## src/rtl/tsnoop_pkg.sv

```systemverilog
package tsnoop_pkg;
    localparam int KIND_W = 2;
    localparam int TAG_W  = 2;
    localparam int ST_W   = 2;

    typedef enum logic [1:0] {
        RQ_READ  = 2'd0,
        RQ_RFO   = 2'd1,
        RQ_TREAD = 2'd2,
        RQ_TRFO  = 2'd3
    } req_kind_e;

    typedef enum logic [1:0] {
        TG_EMPTY       = 2'd0,
        TG_NORMAL      = 2'd1,
        TG_DROP_COMMIT = 2'd2,
        TG_DROP_ABORT  = 2'd3
    } ent_tag_e;

    typedef enum logic [1:0] {
        LS_INVALID    = 2'd0,
        LS_SHARED     = 2'd1,
        LS_EXCL_CLEAN = 2'd2,
        LS_EXCL_DIRTY = 2'd3
    } line_state_e;

    typedef enum logic [1:0] {
        RSP_NONE = 2'd0,
        RSP_DATA = 2'd1,
        RSP_BUSY = 2'd2,
        RSP_RSVD = 2'd3
    } rsp_kind_e;

    // decision classes of the second pipeline stage
    typedef enum logic [2:0] {
        ACT_IGNORE = 3'd0,
        ACT_SHARE  = 3'd1,
        ACT_GIVE   = 3'd2,
        ACT_LEND   = 3'd3,
        ACT_REFUSE = 3'd4
    } act_e;
endpackage

```

## src/rtl/tsnoop_match.sv

```systemverilog
module tsnoop_match
    import tsnoop_pkg::*;
#(
    parameter int N  = 4,
    parameter int AW = 16,
    parameter int DW = 32,
    parameter int IW = 2
) (
    input  logic [AW-1:0]      req_addr,
    input  logic [KIND_W-1:0]  req_kind,
    input  logic               tx_live,
    input  logic [N*AW-1:0]    ent_addr,
    input  logic [N*TAG_W-1:0] ent_tag,
    input  logic [N*ST_W-1:0]  ent_state,
    input  logic [N*DW-1:0]    ent_data,
    output logic               hit,
    output logic               tx_mode,
    output logic [IW-1:0]      idx,
    output logic [ST_W-1:0]    state,
    output logic [DW-1:0]      data
);
    logic [N-1:0] held, m_norm, m_com, m_abt, sel;
    logic         tx_req;

    for (genvar gi = 0; gi < N; gi++) begin : g_ent
        assign held[gi]   = (ent_addr[gi*AW +: AW] == req_addr) &&
                            (ent_state[gi*ST_W +: ST_W] != LS_INVALID);
        assign m_norm[gi] = held[gi] && (ent_tag[gi*TAG_W +: TAG_W] == TG_NORMAL);
        assign m_com[gi]  = held[gi] && (ent_tag[gi*TAG_W +: TAG_W] == TG_DROP_COMMIT);
        assign m_abt[gi]  = held[gi] && (ent_tag[gi*TAG_W +: TAG_W] == TG_DROP_ABORT);
    end

    // live transaction and a transactional request type
    assign tx_req = tx_live && req_kind[1];

    function automatic logic [IW-1:0] lowest_set(input logic [N-1:0] v);
        logic [IW-1:0] r;
        r = '0;
        for (int i = N - 1; i >= 0; i--) begin
            if (v[i]) r = IW'(i);
        end
        return r;
    endfunction

    always_comb begin
        tx_mode = 1'b0;
        if (tx_req && (|m_com)) begin
            sel     = m_com;
            tx_mode = 1'b1;
        end else if (tx_req && (|m_abt)) begin
            sel     = m_abt;
            tx_mode = 1'b1;
        end else begin
            sel     = m_norm;
        end
        hit   = |sel;
        idx   = lowest_set(sel);
        state = ent_state[int'(idx)*ST_W +: ST_W];
        data  = ent_data[int'(idx)*DW +: DW];
    end
endmodule

```

## src/rtl/tsnoop_decide.sv

```systemverilog
module tsnoop_decide
    import tsnoop_pkg::*;
(
    input  logic              valid,
    input  logic [KIND_W-1:0] kind,
    input  logic              hit,
    input  logic              tx_mode,
    input  logic [ST_W-1:0]   state,
    output act_e              act,
    output rsp_kind_e         rsp,
    output logic              upd,
    output line_state_e       upd_state,
    output logic              wb
);
    always_comb begin
        if (!valid || !hit) begin
            act = ACT_IGNORE;
        end else if (tx_mode) begin
            act = (kind == RQ_TREAD && state == LS_SHARED) ? ACT_LEND : ACT_REFUSE;
        end else begin
            act = kind[0] ? ACT_GIVE : ACT_SHARE;
        end
    end

    always_comb begin
        rsp       = RSP_NONE;
        upd       = 1'b0;
        upd_state = LS_INVALID;
        wb        = 1'b0;
        unique case (act)
            ACT_IGNORE: ;
            ACT_SHARE: begin
                rsp       = RSP_DATA;
                upd       = state[1];
                upd_state = LS_SHARED;
                wb        = (state == LS_EXCL_DIRTY);
            end
            ACT_GIVE: begin
                rsp       = RSP_DATA;
                upd       = 1'b1;
                upd_state = LS_INVALID;
                wb        = (state == LS_EXCL_DIRTY);
            end
            ACT_LEND:   rsp = RSP_DATA;
            ACT_REFUSE: rsp = RSP_BUSY;
            default:    rsp = RSP_NONE;
        endcase
    end
endmodule

```

## src/rtl/tsnoop_resp.sv

```systemverilog
module tsnoop_resp
    import tsnoop_pkg::*;
#(
    parameter int N  = 4,
    parameter int AW = 16,
    parameter int DW = 32,
    localparam int IW = (N > 1) ? $clog2(N) : 1
) (
    input  logic               clk,
    input  logic               rst_n,
    input  logic               snp_valid,
    input  logic [1:0]         snp_kind,
    input  logic [AW-1:0]      snp_addr,
    input  logic               tx_live,
    input  logic [N*AW-1:0]    ent_addr,
    input  logic [N*2-1:0]     ent_tag,
    input  logic [N*2-1:0]     ent_state,
    input  logic [N*DW-1:0]    ent_data,
    output logic               rsp_valid,
    output logic [1:0]         rsp_kind,
    output logic [DW-1:0]      rsp_data,
    output logic               upd_valid,
    output logic [IW-1:0]      upd_idx,
    output logic [1:0]         upd_state,
    output logic               rsp_wb
);
    logic            m_hit, m_tx;
    logic [IW-1:0]   m_idx;
    logic [ST_W-1:0] m_state;
    logic [DW-1:0]   m_data;

    tsnoop_match #(.N(N), .AW(AW), .DW(DW), .IW(IW)) u_match (
        .req_addr (snp_addr),
        .req_kind (snp_kind),
        .tx_live  (tx_live),
        .ent_addr (ent_addr),
        .ent_tag  (ent_tag),
        .ent_state(ent_state),
        .ent_data (ent_data),
        .hit      (m_hit),
        .tx_mode  (m_tx),
        .idx      (m_idx),
        .state    (m_state),
        .data     (m_data)
    );

    // stage 1: request and lookup snapshot
    logic            s1_valid, s1_hit, s1_tx;
    logic [1:0]      s1_kind;
    logic [IW-1:0]   s1_idx;
    logic [ST_W-1:0] s1_state;
    logic [DW-1:0]   s1_data;

    always_ff @(posedge clk or negedge rst_n) begin
        if (!rst_n) begin
            s1_valid <= 1'b0;
            s1_hit   <= 1'b0;
            s1_tx    <= 1'b0;
            s1_kind  <= '0;
            s1_idx   <= '0;
            s1_state <= '0;
            s1_data  <= '0;
        end else begin
            s1_valid <= snp_valid;
            s1_hit   <= snp_valid && m_hit;
            s1_tx    <= m_tx;
            s1_kind  <= snp_kind;
            s1_idx   <= m_idx;
            s1_state <= m_state;
            s1_data  <= m_data;
        end
    end

    act_e        d_act;
    rsp_kind_e   d_rsp;
    logic        d_upd, d_wb;
    line_state_e d_ust;

    tsnoop_decide u_decide (
        .valid    (s1_valid),
        .kind     (s1_kind),
        .hit      (s1_hit),
        .tx_mode  (s1_tx),
        .state    (s1_state),
        .act      (d_act),
        .rsp      (d_rsp),
        .upd      (d_upd),
        .upd_state(d_ust),
        .wb       (d_wb)
    );

    // stage 2: registered answer
    always_ff @(posedge clk or negedge rst_n) begin
        if (!rst_n) begin
            rsp_valid <= 1'b0;
            rsp_kind  <= RSP_NONE;
            rsp_data  <= '0;
            upd_valid <= 1'b0;
            upd_idx   <= '0;
            upd_state <= LS_INVALID;
            rsp_wb    <= 1'b0;
        end else begin
            rsp_valid <= s1_valid;
            rsp_kind  <= d_rsp;
            rsp_data  <= (d_act == ACT_IGNORE || d_act == ACT_REFUSE) ? '0 : s1_data;
            upd_valid <= d_upd;
            upd_idx   <= (d_act == ACT_IGNORE) ? '0 : s1_idx;
            upd_state <= d_ust;
            rsp_wb    <= d_wb;
        end
    end
endmodule

```

## config.mk

```make
export PLATFORM = sky130hd
export DESIGN_NAME = tsnoop_resp
export DESIGN_NICKNAME = d
export VERILOG_FILES = /design/src/rtl/tsnoop_pkg.sv /design/src/rtl/tsnoop_match.sv /design/src/rtl/tsnoop_decide.sv /design/src/rtl/tsnoop_resp.sv
export SDC_FILE = /design/constraint.sdc
export NUM_CORES = 1
export LEC_CHECK = 0
export ABC_AREA = 1
export BUFFER_PORTS_ARGS = -buffer_cell sky130_fd_sc_hd__buf_4
export CAP_MARGIN = 25
export CORE_AREA = 2 2 134 136
export CTS_BUF_LIST = sky130_fd_sc_hd__clkbuf_16
export DETAILED_ROUTE_END_ITERATION = 12
export DIE_AREA = 0 0 136 138
export PLACE_DENSITY_LB_ADDON = 0.1
export RECOVER_POWER = 50
export SYNTH_ARGS = -nofsm -noshare
export SYNTH_HDL_FRONTEND = slang
export SYNTH_SLANG_ARGS = --single-unit
```

## constraint.sdc

```tcl
create_clock -name clk -period 3.3 [get_ports clk]
set_input_delay 0.165 -clock clk [delete_from_list [all_inputs] [get_ports clk]]
set_output_delay 0.165 -clock clk [all_outputs]
set_load 0.005 [all_outputs]
```

# Word-level counts from Yosys, hierarchy flattened
# Cells that the tools add are included.
totals:
  regBits: 82
  latchBits: 0
  mem_bits_rw: 0
  romBits: 0
  in_bits: 230
  out_inout_bits: 41
  n_memories: 0
op_classes:
  add_sub_neg: 0
  n_mul: 0
  n_div: 0
  order_cmp: 0
  n_eq_ne: 23
  n_shift: 2
  muxes: 18
  bitwise: 0
  n_reduce_logical: 35
op_table:
  columns: ["op", "n"]
  rows:
  - ["$shiftx 128x8->32", 1]
  - ["$eq 16x16->1", 4]
  - ["$mux 32", 1]
  - ["$logic_and 1x1->1", 21]
  - ["$eq 2x2->1 const B", 10]
  - ["$mux 2", 6]
  - ["$reduce_or 4->1", 3]
  - ["$eq 2x1->1 const B", 5]
  - ["$mux 3", 3]
  - ["$mux 4", 2]
  - ["$reduce_bool 2->1", 4]
  - ["$shiftx 8x4->2", 1]
  - ["$eq 3x2->1 const B", 2]
  - ["$mux 1", 4]
  - ["$pmux 2 s2", 1]
  - ["$eq 3x1->1 const B", 1]
  - ["$eq 3x3->1 const B", 1]
  - ["$logic_not 3->1", 1]
  - ["$reduce_or 3->1", 1]
  - ["$logic_not 1->1", 2]
  - ["$logic_or 1x1->1", 2]
  - ["$pmux 1 s2", 1]
  - ["$reduce_or 2->1", 1]

# Longest topological paths before layout
logic_depth:
  depth_word: 12
  mapped_depth: 25
  mapped_depth_nobuf: 22

# By module
# Synthesis repeated with hierarchy kept, for this count alone.
unflattened:
  cells_unflattened: 1146
  hier_area_um2: 6795.3
by_module_without_submodules:
  columns: ["mod", "instances", "cells_each", "area_each_um2", "seq_area_each_um2"]
  rows:
  - ["tsnoop_match", 1, 964, 4320.4, 0.0]
  - ["tsnoop_resp", 1, 157, 2371.0, 2052.0]
  - ["tsnoop_decide", 1, 25, 103.8, 0.0]

# Least setup slack after synthesis
# OpenSTA, ideal clock, no wires.
synth_path:
  path_type: "input to register"
  from: "in snp_addr[9]"
  to: "reg s1_data[12]"
  arrival_time_ps: 1978
  required_ps: 3183
  setup_slack_ps: 1205
  cell_stages: 18
  path_buffers: 3
  path_cell_list: "buf_4 > xor2_1 > inv_1 > nand2_1 > nor2_1 > and3_1 > nand3_1 > inv_2 > o21ai_1 > nand3_1 > o21ai_0 > inv_2 > nand2_4 > buf_6 > buf_2 > nand3_1 > nand3_1 > nand2_1"
synth_via:
  elab_chain_cells: 12
  elab_cells_between_ends: 31
synth_lines:
  columns: ["item", "line_no", "rtl"]
  rows:
  - ["from (decl)", "tsnoop_resp.sv:13", "input logic [AW-1:0] snp_addr,"]
  - ["$eq 16x16->1", "tsnoop_match.sv:26", "assign held[gi] = (ent_addr[gi*AW +: AW] == req_addr) &&"]
  - ["$logic_and 1x1->1", "tsnoop_match.sv:26", null]
  - ["$logic_and 1x1->1", "tsnoop_match.sv:30", "assign m_abt[gi] = held[gi] && (ent_tag[gi*TAG_W +: TAG_W] == TG_DROP_ABORT);"]
  - ["$reduce_or 4->1", "tsnoop_match.sv:50", "end else if (tx_req && (|m_abt)) begin"]
  - ["$logic_and 1x1->1", "tsnoop_match.sv:50", null]
  - ["$mux 4", "tsnoop_match.sv:50", null]
  - ["$mux 4 (*)", "tsnoop_match.sv:47", "if (tx_req && (|m_com)) begin"]
  - ["$mux 2 (3 in a row)", "tsnoop_match.sv:40", "if (v[i]) r = IW'(i);"]
  - ["$mux 2 (*)", "tsnoop_match.sv:40", null]
  - ["$shiftx 128x8->32 (*)", "tsnoop_match.sv:59", "data = ent_data[int'(idx)*DW +: DW];"]
  - ["named net m_data[12]", "tsnoop_resp.sv:30", "logic [DW-1:0] m_data;"]
  - ["to (signal assigned)", "tsnoop_resp.sv:70", "s1_data <= m_data;"]
  - ["to (decl)", "tsnoop_resp.sv:52", "logic [DW-1:0] s1_data;"]
# Mark *: on every way through the listed nets, which the timed path passes. The rest lies on a longest branch.

# Final worst setup path
layout_path:
  from: "in snp_kind[1]"
  to: "reg s1_data[3]"
layout_via:
  elab_chain_cells: 9
  elab_cells_between_ends: 10
layout_lines:
  columns: ["item", "line_no", "rtl"]
  rows:
  - ["from (decl)", "tsnoop_resp.sv:12", "input logic [1:0] snp_kind,"]
  - ["$logic_and 1x1->1 (*)", "tsnoop_match.sv:34", "assign tx_req = tx_live && req_kind[1];"]
  - ["$logic_and 1x1->1", "tsnoop_match.sv:50", null]
  - ["$mux 4", "tsnoop_match.sv:50", null]
  - ["$mux 4 (*)", "tsnoop_match.sv:47", null]
  - ["$mux 2 (3 in a row)", "tsnoop_match.sv:40", null]
  - ["$mux 2 (*)", "tsnoop_match.sv:40", null]
  - ["$shiftx 128x8->32 (*)", "tsnoop_match.sv:59", null]
  - ["named net m_data[3]", "tsnoop_resp.sv:30", null]
# Marks and branches as above.

==> results.sh <==
export IMPL_status="complete, but fails checks"
export IMPL_violations="max-capacitance violations, max-slew violations"
export IMPL_seqPwrFrac_pct=38.5
export IMPL_critPathCaptureType="flip-flop"
export IMPL_fin_nets=1654
export IMPL_grt_pass1_wl_um=37300
export IMPL_die_w_um=136
export IMPL_ant_nets=0
export IMPL_grt_pass1_vias=7283
export IMPL_ys_warn_count=0
export IMPL_setup_violations=0
export IMPL_cts_sinks=81
export IMPL_hp_class="input pin to flip-flop"
export IMPL_critPathKind="input pin to flip-flop"
export IMPL_grt_use_total_pct=25.1
export IMPL_dp_slack_ns=0.316
export IMPL_required_ns=3.53
export IMPL_cts_tree="yes"
export IMPL_clkTransAtPathRegs_ns=0.07
export IMPL_synth_largest_area_cell="dfrtp_1"
export IMPL_setup_tns_ns=0
export IMPL_dieArea_mm2=0.0188
export IMPL_synth_distinct_cells=33
export IMPL_grt_util_met2_pct=40.6
export IMPL_regToRegEndpoint="rsp_data[4]"
export IMPL_worstMarginPinSlew_ns=1.71
export IMPL_whs_ns=0.114
export IMPL_synth_nets=1396
export IMPL_r2r_start="s1_valid"
export IMPL_grt_busiest_layer="met2"
export IMPL_min_to="s1_data[0]"
export IMPL_cap_violations=1
export IMPL_fin_area_mm2=0.00928
export IMPL_initial_core_util_pct=38.7
export IMPL_hpwl_um=18800
export IMPL_yosys_area_top_type_share_pct=29.9
export IMPL_first_pass_iters=5
export IMPL_p_leak_nw=5.73
export IMPL_drive_gt1_share_pct=22.4
export IMPL_ys_seq_area_share_pct=29.9
export IMPL_gp_congestion=0.987
export IMPL_pwr_share_comb_pct=22.9
export IMPL_routed_wl_um=23400
export IMPL_setup_worst_path_start_class="input pin"
export IMPL_crit_fanout=68
export IMPL_hold_viol=0
export IMPL_ys_seq_elements=81
export IMPL_whs_path_depth=5
export IMPL_period_minus_slack_ns=2.75
export IMPL_drt_iter0_drc=545
export IMPL_power_density_mw_per_mm2=287
export IMPL_clock_latency_ns=0.34
export IMPL_reg2reg_slack_ns=2.10
export IMPL_grt_max_degree=69
export IMPL_rsz0062_at_grt="no"
export IMPL_fmax_mhz=364
export IMPL_dieHeight_um=138
export IMPL_rows=49
export IMPL_final_core_util_pct=52.9
export IMPL_remaining_drc_errors=0
export IMPL_fin_skew_ns=0.00780
export IMPL_worstPathArrival_ns=2.98
export IMPL_gr_total_overflow=0
export IMPL_p_sw_w=0.000762
export IMPL_hold_path_startpoint="ent_data[0]"
export IMPL_syn_area_per_cell_um2=5.82
export IMPL_ff2ff_path_depth=5
export IMPL_clockBufferDepth=2
export IMPL_portBuffers=269
export IMPL_vias_per_cell=4.75
export IMPL_p_clk_share_pct=38.6
export IMPL_ir_worst_vdd_mv=0.236
export IMPL_place_area_mm2=0.00898
export IMPL_met3_usage_pct=4.11
export IMPL_clock_root_buffer="clkbuf_16"
export IMPL_p_int_w=0.00190
export IMPL_synth_area_mm2=0.00679
export IMPL_syn2layout_area_growth_pct=36.6
export IMPL_diodes=0
export IMPL_core_area_mm2=0.0175
export IMPL_switching_share_pct=28.6
export IMPL_vias=7876
export IMPL_num_io_pins=271
export IMPL_fin_crit_sh_pct=83.3
export IMPL_grt_antenna_before_repair=0
export IMPL_wl_per_cell_um=14.1
export IMPL_drv_slew=69
export IMPL_htreeDepth=3
export IMPL_setup_ws_ns=0.551
export IMPL_synth_area_leaders="dfrtp_1, nand2_1, inv_1"
export IMPL_numCtsBuffers=9
export IMPL_slew_headroom_pct=-14.1
export IMPL_grt_use_met1_pct=33.8
export IMPL_syn_instance_count=1166
-- per-layer routing --
metal	vias up	share of wire, %	wire (um)
li1	4029	-	-
met1	3510	43	10100
met2	301	46	10900
met3	36	7.2	1690
met4	0	3.1	734
met5	-	0	0
-- power groups by stage --
stage                     clock network, W  registers, W  logic, W
final                              0.00103       0.00102  0.000610
after global routing               0.00109       0.00103  0.000684
after CTS                          0.00106       0.00102  0.000610
after detailed placement                 0       0.00104  0.000605
after global placement                   0       0.00104  0.000604
after floorplan                          0       0.00104  0.000269
-- state kept, by name, summed over array words and instances (netlist names) --
name       count
rsp_data      32
s1_hit         1
rsp_wb         1
s1_data       32
rsp_kind       2
s1_valid       1
s1_tx          1
upd_state      1
upd_idx        2
s1_idx         2
rsp_valid      1
s1_kind        2
s1_state       2
upd_valid      1
-- cells by family (layout without fill, tap and decap cells) --
| logic type | count (synthesis) | after routing | synth area share [%] |
|---|---|---|---|
| AOI/OAI and AO/OA | 24 | 24 | 1.90 |
| xor gates and xnor gates | 19 | 19 | 2.45 |
| buffers and inverters | 323 | 586 | 18.9 |
| DFF | 81 | 81 | 29.9 |
| other | 1 | 1 | 0.0552 |
| and+or+nand+nor | 718 | 718 | 46.8 |
-- cell usage after synthesis (all sizes together) --
cell type,count
nand2,327
nand4,33
o2111ai,1
dfrtp,81
and2,6
xor2,6
a21boi,1
buf,27
nor2,128
nand3,182
nor3b,6
nor3,15
or2,5
conb,1
inv,286
xnor2,13
and3,2
o21ai,14
o211ai,1
clkinv,2
a21oi,7
clkbuf,8
nor4,3
nand3b,11
-- worst max path at each step --
stage,to,start
after CTS,s1_state[0],snp_kind[1]
after global routing,s1_state[0],snp_kind[1]
after detailed placement,s1_state[0],snp_addr[14]
after floorplan,s1_data[12],snp_addr[9]
final,s1_data[3],snp_kind[1]
after global placement,s1_state[0],snp_addr[14]
-- worst max-delay path, cell delays in order --
cell and delay [ns]:
dlygate4sd3_1 0.53, clkbuf_4 0.14, nand2_1 0.24, inv_1 0.30, o21ai_1 0.26, nand3_1 0.12
o21ai_0 0.11, inv_2 0.08, nand2_4 0.07, buf_4 0.54, nand3_1 0.16, nand3_1 0.14
nand2_1 0.06
-- placed cells by master, fill, tap and decap left out, types with 3 or more instances in the layout --
master and count:
nor4_1 3, xnor2_1 13, or2_2 5, o21ai_1 3, inv_2 22, and2_1 6
clkbuf_16 9, a21oi_1 7, dlygate4sd3_1 4, nand4_1 33, nand2_1 321, nor3_1 15
nor2_1 124, o21ai_0 11, nor3b_1 6, clkbuf_4 30, nand3_1 180, clkbuf_1 13
nand3b_1 11, buf_4 232, nor2_2 3, nand2_2 4, inv_1 264, dfrtp_1 81
xor2_1 6
-- area by class of cell --
class,count,area (um^2)
well taps,229,287
repair buffers,282,2100
multi-input cells,762,3480
flip-flops and latches,81,2030
clock inverters,7,77.6
clock buffers,9,225
inverters,288,1080
fillers,1890,8260
-- stage by stage --
step | cells | power (W)
floorplan | 1166 | 0.00131
global placement | 1638 | 0.00165
detailed placement | 1638 | 0.00165
CTS | 1658 | 0.00269
global route | 1658 | 0.00280
finish | 1658 | 0.00266
-- what timing repair did --
action / 4_1_cts / 5_1_grt
hold endpoints to repair: 70 / 0
hold buffers: 4 / 0
resized for setup: 0 / 0
buffers inserted: 0 / 0
Note: power is estimated with default switching activity, not from simulation.
